`src/rtl/irq_status_reg.sv`:
```
module irq_status_reg (
  input  logic       clk,
  input  logic       rst_n,
  input  logic       evt_periodic,
  input  logic       evt_alarm,
  input  logic       evt_update,
  input  logic       en_periodic,
  input  logic       en_alarm,
  input  logic       en_update,
  input  logic       set_mode,
  input  logic       sel,
  input  logic       rd_n,
  output logic [7:0] status_q,
  output logic       irq_oe
);
  logic [2:0] evt, en_in, en_prev, en_q, flag_q, pend_q;
  logic       rd_act, rd_prev, set_prev, set_rise, irqf;

  assign evt      = {evt_periodic, evt_alarm, evt_update};
  assign en_in    = {en_periodic, en_alarm, en_update};
  assign rd_act   = sel & ~rd_n;
  assign set_rise = set_mode & ~set_prev;
  assign irqf     = |(flag_q & en_q);
  assign irq_oe   = irqf;
  assign status_q = {irqf, flag_q, 4'b0000};

  always_ff @(posedge clk or negedge rst_n) begin
    if (!rst_n) begin
      en_prev  <= '1;
      en_q     <= '0;
      flag_q   <= '0;
      pend_q   <= '0;
      rd_prev  <= 1'b0;
      set_prev <= 1'b0;
    end else begin
      en_prev  <= en_in;
      set_prev <= set_mode;
      rd_prev  <= rd_act;
      for (int i = 0; i < 3; i++)
        if (en_in[i] != en_prev[i]) en_q[i] <= en_in[i];
      if (set_rise) en_q[0] <= 1'b0;
      if (rd_act) begin
        pend_q <= pend_q | evt;
      end else if (rd_prev) begin
        flag_q <= pend_q | evt;
        pend_q <= '0;
      end else begin
        flag_q <= flag_q | evt;
      end
    end
  end

  p_flags_frozen_r7: assert property (@(posedge clk) disable iff (!rst_n)
    (rd_act && rd_prev) |=> $stable(flag_q));

  p_pend_idle_r6: assert property (@(posedge clk) disable iff (!rst_n)
    !rd_prev |-> (pend_q == 3'b000));

  p_event_sticks_r2: assert property (@(posedge clk) disable iff (!rst_n)
    (!rd_act && !rd_prev && |evt) |=> ((flag_q & $past(evt)) == $past(evt)));

  p_clear_on_end_r5: assert property (@(posedge clk) disable iff (!rst_n)
    (rd_prev && !rd_act && evt == 3'b000 && pend_q == 3'b000) |=> (flag_q == 3'b000));

  p_set_drops_upd_r10: assert property (@(posedge clk) disable iff (!rst_n)
    set_rise |=> !en_q[0]);
endmodule

```
`config.mk`:
```
export PLATFORM = sky130hd
export DESIGN_NAME = irq_status_reg
export DESIGN_NICKNAME = d
export VERILOG_FILES = /design/src/rtl/irq_status_reg.sv
export SDC_FILE = /design/constraint.sdc
export NUM_CORES = 1
export LEC_CHECK = 0
export BUFFER_PORTS_ARGS = -buffer_cell sky130_fd_sc_hd__buf_2
export CORE_AREA = 2 2 39 41
export CTS_CLUSTER_SIZE = 8
export DETAILED_ROUTE_END_ITERATION = 8
export DIE_AREA = 0 0 41 43
export PLACE_DENSITY = 0.75
export SLEW_MARGIN = 20
export SYNTH_ARGS = -nofsm -noshare
export SYNTH_HDL_FRONTEND = slang
export SYNTH_SLANG_ARGS = --single-unit
```
`constraint.sdc`:
```
create_clock -name clk -period 1.5 [get_ports clk]
set_input_delay 0 -clock clk [delete_from_list [all_inputs] [get_ports clk]]
set_output_delay 0 -clock clk [all_outputs]
set_load 0.05 [all_outputs]
```
# After elaboration in Yosys (flattened, before gate mapping)
# Index checks and enable logic that the tools add are counted.
totals:
  register_bits: 14
  output_inout_bits: 9
  wordCells: 26
classes:
  mux: 5
  n_eq_ne: 3
  reduce_logical: 3
  bitwise_logic: 7
ops:
  columns: ["op", "n"]
  rows:
  - ["$mux 3", 3]
  - ["$or 3x3->3", 2]
  - ["$reduce_bool 2->1", 2]
  - ["$and 3x3->3", 1]
  - ["$ne 1x1->1", 3]
  - ["$reduce_or 3->1", 1]
  - ["$and 1x1->1", 2]
  - ["$mux 1", 2]
  - ["$not 1->1", 2]

# Longest topological paths before layout
# Gate-level depths: netlist of the first run.
logic_depth:
  depth_word: 3
  depth_mapped: 4
  mapped_depth_nobuf: 3

# Worst setup path after synthesis of the first run
# OpenSTA, ideal clock, no wires.
synth_timing:
  path_type: "register -> output"
  startpoint: "register flag_q[0]"
  endpoint: "output port status_q[7]"
  required_ns: 1.500
  slack_ns: 0.033
  path_stages_with_launch: 4
  arrival_ns: 1.467
  n_path_buf: 1
  path_cell_list: "dfrtp_1 a222oi_1 inv_1 buf_4"
synth_via:
  elab_chain_len: 2
synth_lines:
  columns: ["element", "line_no", "rtl"]
  rows:
  - ["start: declaration", "16", "logic [2:0] evt, en_in, en_prev, en_q, flag_q, pend_q;"]
  - ["start signal: assignment", "45", "flag_q <= pend_q | evt;"]
  - ["start signal: assignment", "48", "flag_q <= flag_q | evt;"]
  - ["$and 3x3->3", "23", "assign irqf = |(flag_q & en_q);"]
  - ["$reduce_or 3->1", "23", null]
  - ["end: declaration", "13", "output logic [7:0] status_q,"]
# Every way passes these cells.

# Worst setup path after layout of the first run
layout_timing:
  startpoint: "register en_q[0]"
  endpoint: "output port status_q[7]"
layout_via:
  elab_chain_len: 2
layout_lines:
  columns: ["element", "line_no", "rtl"]
  rows:
  - ["start: declaration", "16", null]
  - ["start signal: indexed assignment", "40", "if (en_in[i] != en_prev[i]) en_q[i] <= en_in[i];"]
  - ["$and 3x3->3", "23", null]
  - ["$reduce_or 3->1", "23", null]
# Every way passes these cells.

==> results.md, run 1 <==
* Tightest Hold Check Type: in -> async
* Yosys top cell area share at 47.31%
* Seq/Total Area, Yosys at 60.86%
* XOR/XNOR Fraction of Synth Area at 0%
* Leak at 0.3689 nW
* 1st-iter DRT viols at 5
* Hold_ws at 0.1161 ns
* DRT Pass-1 Iters at 4
* Total clock sinks at 14
* CTS tree: built
* Area of the mapped netlist at roughly 580 um^2
* WL final at about 990 um
* Crit-path max cell delay at 0.39 ns
* Routed vias/inst at 4.581
* Synthesis-stage register bit count at 14
* CTS clk-pin slew, worst paths at 0.09 ns
* Pint at slightly above 0.6 mW
* DIE AREA at 0.001763 mm^2
* Setup crit start kind: register
* I/O Buffers at 15
* Initial antenna violation count at 0
* Antenna cell count at 0
* HPWL Detailed at 679.5 um
* Tmin final at 1.296 ns
* DRC violations left at 0
* Critical-path cell list: a222oi_1 -> inv_1 -> buf_2
* Worst skew pair latency at 0.28 ns
* Initial Util at 42.04%
* CP Capture Type: output port
* Root Buffer: clkbuf_4
* Synth Area in Compound Gates at roughly 15%
* Final Hold Fails at 0
* Yosys cell types at 18
* Ys Warns at 0
* Synth Area in Adders at ~1.7%
* Largest family of logic cells by synthesized area: buffers and inverters
* Combinational fraction of design power at 19.2%
* Die Ht at 43 um
* Skew final at 0.008358 ns
* Max Root-Sink Buffers at 2
* ANT nets after route at 0
* Setup TNS at 0 ns
* Simple-Gate Fraction of Synth Area at 6.667%
* Critical path buffers and inverters at 2
* Clk network pwr share at 31.2%
* Area Growth Syn to Fin at 28.60%
* Overall Global Routing Usage at between 10 and 15%
* Crit path DAT at 1.30 ns
* Synthesized area per cell at 10.77 um^2
* Routability cong. at approximately 0.67
* Switching part of the total power at 29.59%
* NetSw at roughly 0.26 mW
* Setup Fix Bufs, Post-CTS at 0
* Core area at about 0.0014 mm^2
* Max Transition Viols Final at 0
* Num CTS Buffers at 3
* Fmax at 0.7719 GHz
* Highest net fanout along the worst path at 2
* Final net count at 89
* Worst path required time at 1.50 ns
* Maximum VDD drop at slightly above 0.7 mV
* Total grt overflow at 0
* Status: finished clean
* Sequential share of power at 49.6%
* Ratio of final minimum period to clock period at 86.37%
* FP Rows at 14
* Share of cells above drive strength 1 at 28.57%
* Largest delay share family, worst path: flip-flops
* Vias at ~430
* Slowest cell on crit path: dfrtp_1
* Synth area leaders: dfrtp_1, dfstp_2, buf_4, inv_1, o21ai_0
* WL/cell at around 11 um
* Final setup viols at 0
* H-tree levels at 1
* RSZ-0062 raised after global routing: false
* I/O pin cnt at 20
* First-pass GRT wire length at 1.628 mm
* CP Class: reg -> out
* Vias in the first global route at between 300 and 400
* PwrDens at 1171 mW/mm^2
* Synth Instances at 54
* Max Cap Violations at 0
* Multiplexer area fraction after synthesis at 0%
* Die width at between 40 and 50 um
* Pin count of the biggest net entering global routing at 15
* Synth area leader: dfrtp_1
-- kinds of logic (layout without fill, tap and decap cells) --
| logic type | Yosys count | after routing |
|---|---|---|
| and+or+nand+nor | 9 | 9 |
| buffers and inverters | 16 | 36 |
| adders and majority gates | 1 | 1 |
| AOI/OAI and AO/OA | 13 | 13 |
| other | 1 | 4 |
| DFF | 14 | 14 |
-- synth_stat cells (all sizes together) --
| cell type | instances |
|---|---|
| a21oi | 1 |
| dfrtp | 11 |
| dfstp | 3 |
| maj3 | 1 |
| buf | 7 |
| or2 | 1 |
| nor2 | 5 |
| a32oi | 2 |
| a21boi | 1 |
| nand2b | 1 |
| a222oi | 1 |
| o21ai | 4 |
| inv | 9 |
| conb | 1 |
| nand2 | 2 |
| a31oi | 1 |
| o22ai | 3 |
-- sequential cells by signal, summed over array words and instances (netlist names) --
name and count:
en_q 3, set_prev 1, en_prev 3, rd_prev 1
flag_q 3, pend_q 3
-- timing repair --
| item | in CTS | in global routing |
|---|---|---|
| resized for setup | 0 | 0 |
| hold buffers | 8 | 0 |
| hold endpoints to repair | 23 | 0 |
-- final timing paths --
| path | startpoint | endpoint | slack, ns | depth (start not counted) |
|---|---|---|---|---|
| min in group clk | sel | rd_prev | 0.12 | 3 |
| min | rst_n | en_q[1] | 0.12 | 2 |
| max reg2reg | en_prev[0] | en_q[0] | 0.40 | 3 |
| max in group asynchronous | rst_n | en_prev[2] | 1.08 | 2 |
| min reg2reg | set_prev | en_q[0] | 0.52 | 2 |
| max | en_q[0] | status_q[7] | 0.20 | 3 |
-- final cells by class --
class / count / area (um^2)
fill: 124 / 635.6
sequential: 14 / 354.1
timing repair buffer: 23 / 155.1
multi-input combinational: 27 / 148.9
clock buffer: 4 / 36.28
inverter: 9 / 33.78
tap: 16 / 20.02
-- layout by cell type, fill, tap and decap left out --
cell type      netlist  routed
a21boi_1             1       1
a21oi_1              1       1
a222oi_1             1       1
a31oi_1              1       1
a32oi_1              2       2
buf_2                0      15
clkbuf_4             0       3
clkbuf_8             0       1
conb_1               1       4
dfrtp_1             11      11
dfstp_2              3       3
dlygate4sd3_1        0       8
inv_1                9       9
maj3_1               1       1
nand2_1              2       2
nand2b_1             1       1
nor2_1               5       5
o21ai_0              4       4
o22ai_1              3       3
or2_0                1       1
-- power by group through the flow --
stage               combinational (mW)  clock [mW]  sequential, mW
finish                           0.168       0.273           0.434
global route                     0.185       0.300           0.439
CTS                              0.169       0.278           0.435
detailed placement               0.153           0           0.442
global placement                 0.150           0           0.441
floorplan                        0.109           0           0.457
-- worst reg2reg max path, stage by stage (launching register included) --
cell      delay (ns)
dfstp_2         0.52
inv_1           0.03
maj3_1          0.31
a21boi_1        0.14
-- layer usage --
metal / global-route usage (%) / share of wire [%]
met5: 0 / 0
met4: 10.00 / 3.8
met2: 18.44 / 44
met3: 6.283 / 4.9
met1: 19.03 / 47
-- per-stage QoR --
step / power (mW) / setup WS (ns) / util, % / cell area [um^2] / cells
final: 0.8759 / 0.2045 / 54.07 / 748.2 / 93
after global routing: 0.9247 / 0.1191 / 54.07 / 748.2 / 93
after CTS: 0.8827 / 0.1791 / 54.07 / 748.2 / 93
after detailed placement: 0.5949 / 0.4083 / 45.66 / 631.9 / 81
after global placement: 0.5908 / 0.4291 / 45.66 / 631.9 / 81
after floorplan: 0.5660 / 0.03282 / - / 593.1 / 57
Note: power is estimated with default switching activity, not from simulation.
==> run 2: changes to the inputs <==
ABC_AREA = 1   (was default)
CORE_AREA = default   (was 2 2 39 41)
CORE_UTILIZATION = 46   (was default)
DIE_AREA = default   (was 0 0 41 43)
PLACE_DENSITY = 0.78   (was 0.75)
==> run 2 against run 1 <==
Die area down 16%. Clock power shrank 1%. Power is 1.1% higher. Sequential share of layout area fell by 1.6 points. Combinational power increased by 11%. Critical path depth unchanged. Clock skew decreased by 0.0029 ns. Cell count grew 16%. Highest routed layer unchanged. Clock-buffer cell count unchanged. Critical endpoint is now irq_oe. Utilization is 12 points higher.
==> results.md, run 2 <==
* FP Rows at 12 (-2)
* Fillers at 102 (-18%)
* Post-synth EDFFs at 0 (unchanged)
* Final setup viols at 0 (unchanged)
* Tightest Hold Check Type: in -> reg
* Routed vias/inst at 4.481 (-2.2%)
* I/O pin cnt at 20 (unchanged)
* Vias at 484 (+14%)
* Num CTS Buffers at 3 (unchanged)
* Worst path required time at 1.50 ns (about the same)
* Seq/Total Area, Yosys at 57.87% (-3.0 points)
* WL final at 1.056 mm (+6.5%)
* Fmax at 0.9348 GHz (+21%)
* Crit-path max cell delay at 0.38 ns (about the same)
* Total grt overflow at 0 (unchanged)
* Post-synth ARST share at 100.0% (unchanged)
* Commonest non-fill, non-tap cell in the layout: nand2_1
* Ratio of final minimum period to clock period at 71.32% (-15 points)
* Synth area leaders: dfrtp_1, dfstp_2, nand2_1, inv_1, buf_4
* Synth Flop Type: dfrtp_1
* Share of cells above drive strength 1 at 25.53% (-3.0 points)
* Skew final at 0.005480 ns (-0.002878 ns)
* Largest delay share family, worst path: flip-flops
* DIE AREA at 0.001480 mm^2 (-16%)
* Setup TNS at 0 ns (unchanged)
* CP Class: reg -> out
* Die width at 38.47 um (-6.2%)
* Initial Util at 52.24% (+10 points)
* Final Hold Fails at 0 (unchanged)
* Top cells by count, synth: nand2_1, inv_1, dfrtp_1, nor2_1
* 1st-iter DRT viols at 7 (+2)
* Synth Area in Adders at 0% (-1.7 points)
* Initial antenna violation count at 0 (unchanged)
* WL/cell at 9.778 um (-8.3%)
* DRT Pass-1 Iters at 4 (unchanged)
* Leak at 0.4374 nW (+19%)
* I/O Buffers at 15 (unchanged)
* Maximum VDD drop at 0.7010 mV (-0.65%)
* Multiplexer area fraction after synthesis at 0% (unchanged)
* Synthesis-stage register bit count at 14 (unchanged)
* Routability cong. at 0.7530 (+13%)
* XOR/XNOR Fraction of Synth Area at 0% (unchanged)
* First-pass GRT wire length at 1.607 mm (-1.3%)
* Dpl ws at 0.6233 ns (+0.2151 ns)
* Synth Area in Compound Gates at 6.339% (-8.3 points)
* CTS tree: built
* Synthesized area per cell at 8.617 um^2 (-20%)
* Most numerous cell in the Yosys netlist: nand2_1
* Largest family of logic cells by synthesized area: simple AND/OR/NAND/NOR gates
* Root Buffer: clkbuf_4
* Max Root-Sink Buffers at 2 (unchanged)
* Synth area leader: dfrtp_1
* Met2 usage at 27.54% (+9.1 points)
* GRT Max-Usage Layer: met2
* Tmin final at 1.070 ns (-0.2257 ns)
* Slowest cell on crit path: dfrtp_1
* Yosys top cell area share at 44.99% (-2.3 points)
* Setup crit start kind: register
* Fin worst setup slack at 0.4302 ns (+0.2257 ns)
* Area Growth Syn to Fin at 26.58%
* Overall Global Routing Usage at 16.85% (+2.4 points)
* Final net count at 106 (+19%)
* Area of the mapped netlist at 611.8 um^2 (+5.2%)
* Pin count of the biggest net entering global routing at 15 (unchanged)
* Post-CTS Resized at 0 (unchanged)
* Status: finished clean
* HPWL Detailed at 776.8 um (+14%)
* Simple-Gate Fraction of Synth Area at 21.06% (+14 points)
* H-tree levels at 1 (unchanged)
* Met3 Use GR at 5.233% (-1.1 points)
* Worst skew pair latency at 0.28 ns (about the same)
* Yosys cell types at 13 (-5)
* Antenna cell count at 0 (unchanged)
* CTS clk-pin slew, worst paths at 0.09 ns (about the same)
* Highest net fanout along the worst path at 3 (+1)
* ANT nets after route at 0 (unchanged)
* PwrDens at 1143 mW/mm^2 (-2.3%)
* GR met1 Demand/Resource at 19.01% (-0.020 points)
* Critical-path cell list: nand2_1 -> nand3_1 -> buf_2
* Synth Instances at 71 (+31%)
* CP Launch Point: en_q[1]
* Max Transition Viols Final at 0 (unchanged)
* CP Capture Type: output port
* Most frequent cells in the layout: nand2_1, buf_2, inv_1, dfrtp_1
* Vias in the first global route at 428 (+14%)
* DRC violations left at 0 (unchanged)
* Crit path DAT at 1.07 ns (-0.23 ns)
* Total clock sinks at 14 (unchanged)
* Core area at 0.001171 mm^2 (-15%)
* Ys Warns at 0 (unchanged)
* RSZ-0062 raised after global routing: false
* Max Cap Violations at 0 (unchanged)
* Die Ht at 38.47 um (-11%)
* Hold_sp: evt_update
* Worst r2r src: rd_prev
* Critical path buffers and inverters at 1 (-1)
[run 2: layer usage]
metal  vias up  routed length (um)
met1       214                 475
met4         0                  18
li1        253                   -
met2        13                 521
met3         4                  40
met5         -                   0
[run 2: cells by family (layout without fill, tap and decap cells)]
kind of cell / count (synthesis) / after routing
other cells: 1 / 4
compound gates: 7 / 7
buf+inv: 18 / 38
simple gates: 31 / 31
flops: 14 / 14
[run 2: worst reg2reg max path, delay by kind of cell, from the launching register on]
family / cells / cell delay, ns
buf+inv: 2 / 0.15
flops: 1 / 0.43
simple gates: 4 / 0.21
[run 2: area by class of cell]
| class | count | area, um^2 | area share, % |
|---|---|---|---|
| Inverter | 13 | 48.80 | 6.300 |
| Tap cell | 14 | 17.52 | 2.262 |
| Sequential cell | 14 | 354.1 | 45.72 |
| Timing Repair Buffer | 21 | 135.1 | 17.45 |
| Multi-Input combinational cell | 42 | 182.7 | 23.59 |
| Clock buffer | 4 | 36.28 | 4.685 |
[run 2: what timing repair did]
item | CTS | global route
hold endpoints to repair | 21 | 0
endpoints found under the setup margin | 0 | 0
hold buffers | 6 | 0
buffers inserted | 0 | 0
[run 2: worst paths after layout]
check | end | slack, ns | cells past startpoint
worst max-delay path | irq_oe | 0.43 | 3
worst min-delay path | pend_q[0] | 0.004 | 3
worst max register to register | flag_q[1] | 0.61 | 6
worst min register to register | en_q[0] | 0.51 | 2
max in group asynchronous | en_prev[2] | 1.09 | 2
min in group asynchronous | pend_q[0] | 0.13 | 2
[run 2: power breakdown]
| part | internal (mW) | switching (mW) |
|---|---|---|
| sequential | 0.411 | 0.0190 |
| clock | 0.148 | 0.121 |
| combinational | 0.0544 | 0.133 |
[run 2: metrics by stage]
stage,instance area (um^2),power [mW],util [%],cells,hold slack (ns)
3_3_place_gp,678.2,0.6088,57.91,98,-0.09433
3_5_place_dp,678.2,0.6144,57.91,98,-0.08916
6_report,774.5,0.8854,66.13,108,0.004409
2_1_floorplan,623.1,0.5759,-,74,-0.2956
5_1_grt,774.5,0.9265,66.13,108,0.02557
4_1_cts,774.5,0.8932,66.13,108,0.01404
